**src/rtl/ptw_pkg.sv**
```systemverilog
package ptw_pkg;

   typedef enum logic [1:0] {
      PTW_IDLE,
      PTW_REQ,
      PTW_WAIT,
      PTW_DONE
   } ptw_state_e;

   localparam int PTE_PRESENT_BIT = 0;
   localparam int PTE_WRITE_BIT   = 1;
   localparam int PTE_LEAF_BIT    = 7;
   localparam int PTE_NOEXEC_BIT  = 63;

endpackage

```
**src/rtl/ptw_index_sel.sv**
```systemverilog
module ptw_index_sel #(
   parameter int VA_W        = 48,
   parameter int PA_W        = 52,
   parameter int LEVELS      = 4,
   parameter int IDX_W       = 9,
   parameter int OFF_W       = 12,
   parameter int ENTRY_BYTES = 8,
   localparam int LVL_W      = (LEVELS > 1) ? $clog2(LEVELS) : 1,
   localparam int SH_W       = $clog2(ENTRY_BYTES)
) (
   input  logic [VA_W-1:0]  vaddr,
   input  logic [LVL_W-1:0] lvl,
   input  logic [PA_W-1:0]  table_base,
   output logic [PA_W-1:0]  entry_addr
);

   logic [IDX_W-1:0] idx_by_lvl [LEVELS];
   logic [IDX_W-1:0] idx_sel;

   for (genvar l = 0; l < LEVELS; l++) begin : g_idx
      localparam int TOP = OFF_W + IDX_W * (LEVELS - l) - 1;
      assign idx_by_lvl[l] = vaddr[TOP -: IDX_W];
   end

   always_comb begin
      idx_sel = '0;
      for (int l = 0; l < LEVELS; l++) begin
         if (lvl == LVL_W'(l)) idx_sel = idx_by_lvl[l];
      end
   end

   assign entry_addr = table_base + {{(PA_W - IDX_W - SH_W){1'b0}}, idx_sel, {SH_W{1'b0}}};

endmodule

```
**src/rtl/ptw_entry_eval.sv**
```systemverilog
module ptw_entry_eval
   import ptw_pkg::*;
#(
   parameter int LEVELS       = 4,
   parameter int ENTRY_W      = 64,
   parameter bit ALLOW_HUGE   = 1'b1,
   parameter int HUGE_MIN_LVL = 1,
   localparam int LVL_W       = (LEVELS > 1) ? $clog2(LEVELS) : 1
) (
   input  logic [ENTRY_W-1:0] entry,
   input  logic [LVL_W-1:0]   lvl,
   input  logic               want_write,
   input  logic               want_exec,
   input  logic               w_ok_in,
   input  logic               x_ok_in,
   output logic               w_ok_out,
   output logic               x_ok_out,
   output logic               leaf,
   output logic               fault,
   output logic [LVL_W-1:0]   size_code
);

   logic present, size_bit, last_lvl, huge_here, ends_here, perm_bad, ps_bad;

   assign present  = entry[PTE_PRESENT_BIT];
   assign size_bit = entry[PTE_LEAF_BIT];
   assign last_lvl = (lvl == LVL_W'(LEVELS - 1));

   if (ALLOW_HUGE) begin : g_huge
      assign huge_here = (lvl >= LVL_W'(HUGE_MIN_LVL)) && !last_lvl;
   end else begin : g_no_huge
      assign huge_here = 1'b0;
   end

   assign w_ok_out  = w_ok_in & entry[PTE_WRITE_BIT];
   assign x_ok_out  = x_ok_in & ~entry[PTE_NOEXEC_BIT];
   assign ends_here = last_lvl || size_bit;
   assign ps_bad    = size_bit && !huge_here;
   assign perm_bad  = ends_here && ((want_write && !w_ok_out) || (want_exec && !x_ok_out));
   assign fault     = !present || ps_bad || perm_bad;
   assign leaf      = !fault && ends_here;
   assign size_code = LVL_W'(LEVELS - 1) - lvl;

endmodule

```
**src/rtl/ptw_compose.sv**
```systemverilog
module ptw_compose #(
   parameter int VA_W    = 48,
   parameter int PA_W    = 52,
   parameter int LEVELS  = 4,
   parameter int IDX_W   = 9,
   parameter int OFF_W   = 12,
   parameter int ENTRY_W = 64,
   localparam int LVL_W  = (LEVELS > 1) ? $clog2(LEVELS) : 1
) (
   input  logic [ENTRY_W-1:0] entry,
   input  logic [VA_W-1:0]    vaddr,
   input  logic [LVL_W-1:0]   lvl,
   output logic [PA_W-1:0]    leaf_paddr,
   output logic [PA_W-1:0]    next_base
);

   logic [PA_W-1:0] pa_by_lvl [LEVELS];

   for (genvar l = 0; l < LEVELS; l++) begin : g_pa
      localparam int OW = OFF_W + IDX_W * (LEVELS - 1 - l);
      assign pa_by_lvl[l] = {entry[PA_W-1:OW], vaddr[OW-1:0]};
   end

   always_comb begin
      leaf_paddr = '0;
      for (int l = 0; l < LEVELS; l++) begin
         if (lvl == LVL_W'(l)) leaf_paddr = pa_by_lvl[l];
      end
   end

   assign next_base = {entry[PA_W-1:OFF_W], {OFF_W{1'b0}}};

endmodule

```
**src/rtl/ptw_walker.sv**
```systemverilog
module ptw_walker
   import ptw_pkg::*;
#(
   parameter int VA_W         = 48,
   parameter int PA_W         = 52,
   parameter int LEVELS       = 4,
   parameter int IDX_W        = 9,
   parameter int OFF_W        = 12,
   parameter int ENTRY_BYTES  = 8,
   parameter bit ALLOW_HUGE   = 1'b1,
   parameter int HUGE_MIN_LVL = 1,
   localparam int ENTRY_W     = ENTRY_BYTES * 8,
   localparam int LVL_W       = (LEVELS > 1) ? $clog2(LEVELS) : 1
) (
   input  logic               clk,
   input  logic               rst_n,
   input  logic               req_valid,
   output logic               req_ready,
   input  logic [VA_W-1:0]    req_vaddr,
   input  logic [PA_W-1:0]    req_root,
   input  logic               req_write,
   input  logic               req_exec,
   output logic               mem_req_valid,
   input  logic               mem_req_ready,
   output logic [PA_W-1:0]    mem_req_addr,
   input  logic               mem_rsp_valid,
   input  logic [ENTRY_W-1:0] mem_rsp_data,
   output logic               busy,
   output logic               done,
   output logic [PA_W-1:0]    done_paddr,
   output logic [LVL_W-1:0]   done_size,
   output logic               done_fault
);

   if (VA_W != OFF_W + LEVELS * IDX_W) begin : g_chk_va
      $error("VA_W must equal OFF_W + LEVELS*IDX_W");
   end
   if (OFF_W + IDX_W * (LEVELS - 1) >= PA_W) begin : g_chk_pa
      $error("PA_W too narrow for the largest page");
   end
   if (PA_W > PTE_NOEXEC_BIT || ENTRY_W <= PTE_NOEXEC_BIT) begin : g_chk_entry
      $error("entry layout does not fit the address width");
   end
   if ((1 << IDX_W) * ENTRY_BYTES != (1 << OFF_W)) begin : g_chk_tbl
      $error("one table must fill exactly one base page");
   end

   ptw_state_e       state_q;
   logic [VA_W-1:0]  va_q;
   logic [PA_W-1:0]  base_q;
   logic [LVL_W-1:0] lvl_q;
   logic             wr_q, ex_q, w_ok_q, x_ok_q;
   logic [PA_W-1:0]  res_pa_q;
   logic [LVL_W-1:0] res_sz_q;
   logic             res_fault_q;

   logic             ev_w_ok, ev_x_ok, ev_leaf, ev_fault;
   logic [LVL_W-1:0] ev_size;
   logic [PA_W-1:0]  leaf_pa, nxt_base;

   ptw_index_sel #(
      .VA_W(VA_W), .PA_W(PA_W), .LEVELS(LEVELS), .IDX_W(IDX_W),
      .OFF_W(OFF_W), .ENTRY_BYTES(ENTRY_BYTES)
   ) u_index (
      .vaddr(va_q), .lvl(lvl_q), .table_base(base_q), .entry_addr(mem_req_addr)
   );

   ptw_entry_eval #(
      .LEVELS(LEVELS), .ENTRY_W(ENTRY_W), .ALLOW_HUGE(ALLOW_HUGE),
      .HUGE_MIN_LVL(HUGE_MIN_LVL)
   ) u_eval (
      .entry(mem_rsp_data), .lvl(lvl_q), .want_write(wr_q), .want_exec(ex_q),
      .w_ok_in(w_ok_q), .x_ok_in(x_ok_q), .w_ok_out(ev_w_ok), .x_ok_out(ev_x_ok),
      .leaf(ev_leaf), .fault(ev_fault), .size_code(ev_size)
   );

   ptw_compose #(
      .VA_W(VA_W), .PA_W(PA_W), .LEVELS(LEVELS), .IDX_W(IDX_W),
      .OFF_W(OFF_W), .ENTRY_W(ENTRY_W)
   ) u_compose (
      .entry(mem_rsp_data), .vaddr(va_q), .lvl(lvl_q),
      .leaf_paddr(leaf_pa), .next_base(nxt_base)
   );

   always_ff @(posedge clk) begin
      if (!rst_n) begin
         state_q     <= PTW_IDLE;
         va_q        <= '0;
         base_q      <= '0;
         lvl_q       <= '0;
         wr_q        <= 1'b0;
         ex_q        <= 1'b0;
         w_ok_q      <= 1'b1;
         x_ok_q      <= 1'b1;
         res_pa_q    <= '0;
         res_sz_q    <= '0;
         res_fault_q <= 1'b0;
      end else begin
         unique case (state_q)
            PTW_IDLE: begin
               if (req_valid) begin
                  va_q    <= req_vaddr;
                  base_q  <= {req_root[PA_W-1:OFF_W], {OFF_W{1'b0}}};
                  lvl_q   <= '0;
                  wr_q    <= req_write;
                  ex_q    <= req_exec;
                  w_ok_q  <= 1'b1;
                  x_ok_q  <= 1'b1;
                  state_q <= PTW_REQ;
               end
            end
            PTW_REQ: begin
               if (mem_req_ready) state_q <= PTW_WAIT;
            end
            PTW_WAIT: begin
               if (mem_rsp_valid) begin
                  if (ev_fault) begin
                     res_fault_q <= 1'b1;
                     res_pa_q    <= '0;
                     res_sz_q    <= '0;
                     state_q     <= PTW_DONE;
                  end else if (ev_leaf) begin
                     res_fault_q <= 1'b0;
                     res_pa_q    <= leaf_pa;
                     res_sz_q    <= ev_size;
                     state_q     <= PTW_DONE;
                  end else begin
                     base_q  <= nxt_base;
                     lvl_q   <= lvl_q + 1'b1;
                     w_ok_q  <= ev_w_ok;
                     x_ok_q  <= ev_x_ok;
                     state_q <= PTW_REQ;
                  end
               end
            end
            PTW_DONE: state_q <= PTW_IDLE;
            default:  state_q <= PTW_IDLE;
         endcase
      end
   end

   assign req_ready     = (state_q == PTW_IDLE);
   assign busy          = (state_q != PTW_IDLE);
   assign mem_req_valid = (state_q == PTW_REQ);
   assign done          = (state_q == PTW_DONE);
   assign done_paddr    = res_pa_q;
   assign done_size     = res_sz_q;
   assign done_fault    = res_fault_q;

   // acceptance moves the walker out of idle on the next edge
   a_r1_accept_busy: assert property (@(posedge clk) disable iff (!rst_n)
      req_valid && req_ready |=> busy && !req_ready);

   // completion is a single-cycle pulse, then idle
   a_r1_done_pulse: assert property (@(posedge clk) disable iff (!rst_n)
      done |=> !done && req_ready);

   // an unaccepted read is held unchanged
   a_r11_hold_req: assert property (@(posedge clk) disable iff (!rst_n)
      mem_req_valid && !mem_req_ready |=> mem_req_valid && $stable(mem_req_addr));

   // no back-to-back reads without a response in between
   a_r11_one_out: assert property (@(posedge clk) disable iff (!rst_n)
      mem_req_valid && mem_req_ready |=> !mem_req_valid);

   // every entry read is aligned to the entry size
   a_r2_aligned: assert property (@(posedge clk) disable iff (!rst_n)
      mem_req_valid |-> mem_req_addr[$clog2(ENTRY_BYTES)-1:0] == '0);

   // the base-page offset is carried through on every successful walk
   a_r4_offset: assert property (@(posedge clk) disable iff (!rst_n)
      done && !done_fault |-> done_paddr[OFF_W-1:0] == va_q[OFF_W-1:0]);

   // faulting completions carry no address or size
   a_r12_fault_zero: assert property (@(posedge clk) disable iff (!rst_n)
      done && done_fault |-> done_paddr == '0 && done_size == '0);

endmodule

```
**config.mk**
```make
export PLATFORM = sky130hd
export DESIGN_NAME = ptw_walker
export DESIGN_NICKNAME = d
export VERILOG_FILES = /design/src/rtl/ptw_pkg.sv /design/src/rtl/ptw_index_sel.sv /design/src/rtl/ptw_entry_eval.sv /design/src/rtl/ptw_compose.sv /design/src/rtl/ptw_walker.sv
export SDC_FILE = /design/constraint.sdc
export NUM_CORES = 1
export LEC_CHECK = 0
export ABC_AREA = 1
export BUFFER_PORTS_ARGS = -buffer_cell sky130_fd_sc_hd__buf_2
export CORE_ASPECT_RATIO = 1.25
export CORE_MARGIN = 4
export CORE_UTILIZATION = 50
export DETAILED_ROUTE_END_ITERATION = 6
export PLACE_DENSITY_LB_ADDON = 0.1
export SLEW_MARGIN = 10
export SYNTH_ARGS = -nofsm -noshare
export SYNTH_HDL_FRONTEND = slang
export SYNTH_SLANG_ARGS = --single-unit
export TNS_END_PERCENT = 30
```
**constraint.sdc**
```tcl
create_clock -name clk -period 3.9 [get_ports clk]
set_input_delay 0.195 -clock clk [delete_from_list [all_inputs] [get_ports clk]]
set_output_delay 0.195 -clock clk [all_outputs]
set_load 0.03 [all_outputs]
```
==> results.json <==
{
  "slew_headroom": 0.249,
  "p_leak_nw": 4.21,
  "hold_violations": 0,
  "synthSimpleGateAreaFrac": 0.312,
  "crit_fanout": 16,
  "root_buffer": "clkbuf_16",
  "skew_ns": 0.0169,
  "cts_tree": "yes",
  "crit_path_start_kind": "register",
  "tns_ns": 0,
  "final_nets": 1419,
  "cts-resized-gates": 0,
  "clk_pin_slew_ns": 0.07,
  "first_global_vias": 6542,
  "crit_arrival_ns": 2.92,
  "core-area_um2": 13500,
  "drtIter0Drc": 643,
  "vias_per_cell": 5.13,
  "worst-r2r-setup-slack_ns": 1.01,
  "ios": 282,
  "synthAdderAreaFrac": 0.00718,
  "area_delta_synth_final_pct": 24.9,
  "grtUsageTotal": 0.261,
  "cts.sinks": 151,
  "grt_max_degree": 96,
  "portBuffers": 246,
  "worstMarginPinSlew_ns": 1.13,
  "crit_chain": "clkinv_1 > ha_1 > inv_1 > o21ai_0 > o211ai_1 > buf_2",
  "yosys_warnings": 0,
  "netlist.area_leader.share": 0.434,
  "rsz0062_at_grt": "false",
  "vdd_drop_max_mv": 0.266,
  "period_needed_ns": 3.11,
  "wl_per_cell_um": 15.0,
  "end_kind": "output port",
  "h-tree-depth": 4,
  "p_per_area_nw_per_um2": 492,
  "synthXorXnorAreaFrac": 0,
  "status": "finished, final reports clean",
  "min_path_type": "in -> reg",
  "num_rows": 47,
  "clock_latency_ns": 0.43,
  "grt_overflow": 0,
  "final_cell_mix": "nand2_1 (320), buf_2 (246), nor2_1 (161)",
  "num_vias": 7323,
  "setup_viol": 0,
  "ys_types": 27,
  "period_share": 0.799,
  "slew_viol_final": 0,
  "fp.dieH_um": 140,
  "drt_pass1_iterations": 6,
  "routabilityCongestion": 0.883,
  "ant_nets": 0,
  "ctsHoldBuffers": 0,
  "syn-mean-instance-area_um2": 6.69,
  "post-route-util": 0.646,
  "postSynthCellCount": 1042,
  "mostFrequentLayoutCell": "nand2_1",
  "routed_wl_um": 21400,
  "synth_area_leader_cell": "dfxtp_1",
  "min_from": "req_vaddr[10]",
  "cts_buffers": 17,
  "seq_area_frac_synth": 0.434,
  "timing.hold.ws_ns": 0.0157,
  "drive_gt1_frac": 0.240,
  "remaining_drc_errors": 0,
  "synth.area.top_cells": "dfxtp_1 (43%), nand2_1 (17%), nor2_1 (8.7%), o21ai_0 (6.7%), a21oi_1 (6.0%)",
  "timing.rr.start": "lvl_q[1]$_SDFFE_PN0P_",
  "cap_violations": 0,
  "cts_buffer_depth": 2,
  "start_util": 0.517,
  "synth_top_family_by_area": "simple AND/OR/NAND/NOR gates",
  "synth_area_um2": 6970,
  "slowest_delay_ns": 0.67,
  "synth_mux_area_frac": 0,
  "diodes": 0,
  "grt_pass1_wl_um": 33500,
  "criticalPathCategory": "reg -> out",
  "dp_hpwl_um": 15300,
  "cts_setup_buffers": 0,
  "clock.fmax_mhz": 321,
  "startpoint": "lvl_q[1]$_SDFFE_PN0P_",
  "p_total_w": 0.00428,
  "antenna_found_initial": 0,
  "synth-compound-area-share": 0.165,
  "dieArea_um2": 15900,
  "crit_required_ns": 3.70,
  "slowest_stage": "dfxtp_1",
  "die_w_um": 114,
  "synth-seq-cells": 151
}
## synth_stat cells
master	count
buf_4	10
o21a_1	4
ha_1	4
a21oi_1	84
o21ai_1	3
inv_2	6
o211ai_1	11
buf_6	5
o21ai_0	93
nand4_1	1
inv_1	43
buf_1	4
conb_1	1
nor2_2	3
clkbuf_1	32
clkinv_1	1
nand3_1	57
nor2_4	1
nand3b_1	1
dfxtp_1	151
nand3_2	2
nor2_1	161
nand2_2	2
buf_2	23
nor3_1	1
a21boi_0	18
nand2_1	320
## kinds of logic after synthesis
kind of cell / Yosys count
buf+inv: 124
other cells: 1
simple gates: 549
flops: 151
compound gates: 213
fa+ha+maj: 4
## layer usage
layer | up-vias | share of wire | GRT usage
met3 | 29 | 0.078 | 0.0496
li1 | 3730 | - | -
met5 | - | 0 | 0
met1 | 3259 | 0.44 | 0.355
met2 | 305 | 0.46 | 0.423
met4 | 0 | 0.020 | 0.0722
## registers in the layout (all words and copies together) (netlist names)
name,flops
base_q,40
done_fault,1
done_paddr,52
done_size,2
ex_q,1
lvl_q,2
state_q,2
va_q,48
w_ok_q,1
wr_q,1
x_ok_q,1
## power by group
part	internal (W)	total, W	switching (W)
Clock	0.000858	0.00161	0.000752
Combinational	0.000290	0.000911	0.000620
Sequential	0.00167	0.00176	0.0000864
Total	0.00282	0.00428	0.00146
## critical path: cells and delay by family, from the launching register on
family	cells	cell delay, ns
AO/OA/AOI/OAI	2	0.45
flip-flops	1	0.67
adder cells (fa/ha/maj)	1	0.42
buffers and inverters	3	0.95
## worst paths after layout
path                                              endpoint  cells past startpoint
worst max-delay path                       mem_req_addr[6]                      6
worst min-delay path                 va_q[10]$_SDFFE_PN0P_                      3
worst max register to register  done_paddr[7]$_SDFFE_PN0P_                      8
worst min register to register     base_q[41]$_SDFFE_PN0P_                      2
## final cells by class
cell class	count	area (um2)
tap	171	214
timing repair buffer	255	1300
sequential	151	3020
clock inverter	15	156
fill	1343	4770
multi-input combinational	769	3390
inverter	50	188
clock buffer	17	425
## stage by stage
stage	cell area (um2)	instances	setup WS, ns
2_1_floorplan	6970	1044	1.77
3_3_place_gp	8120	1396	1.04
3_5_place_dp	8120	1396	0.993
4_1_cts	8700	1428	0.855
5_1_grt	8700	1428	0.520
6_report	8700	1428	0.786
Note: power is estimated with default switching activity, not from simulation.
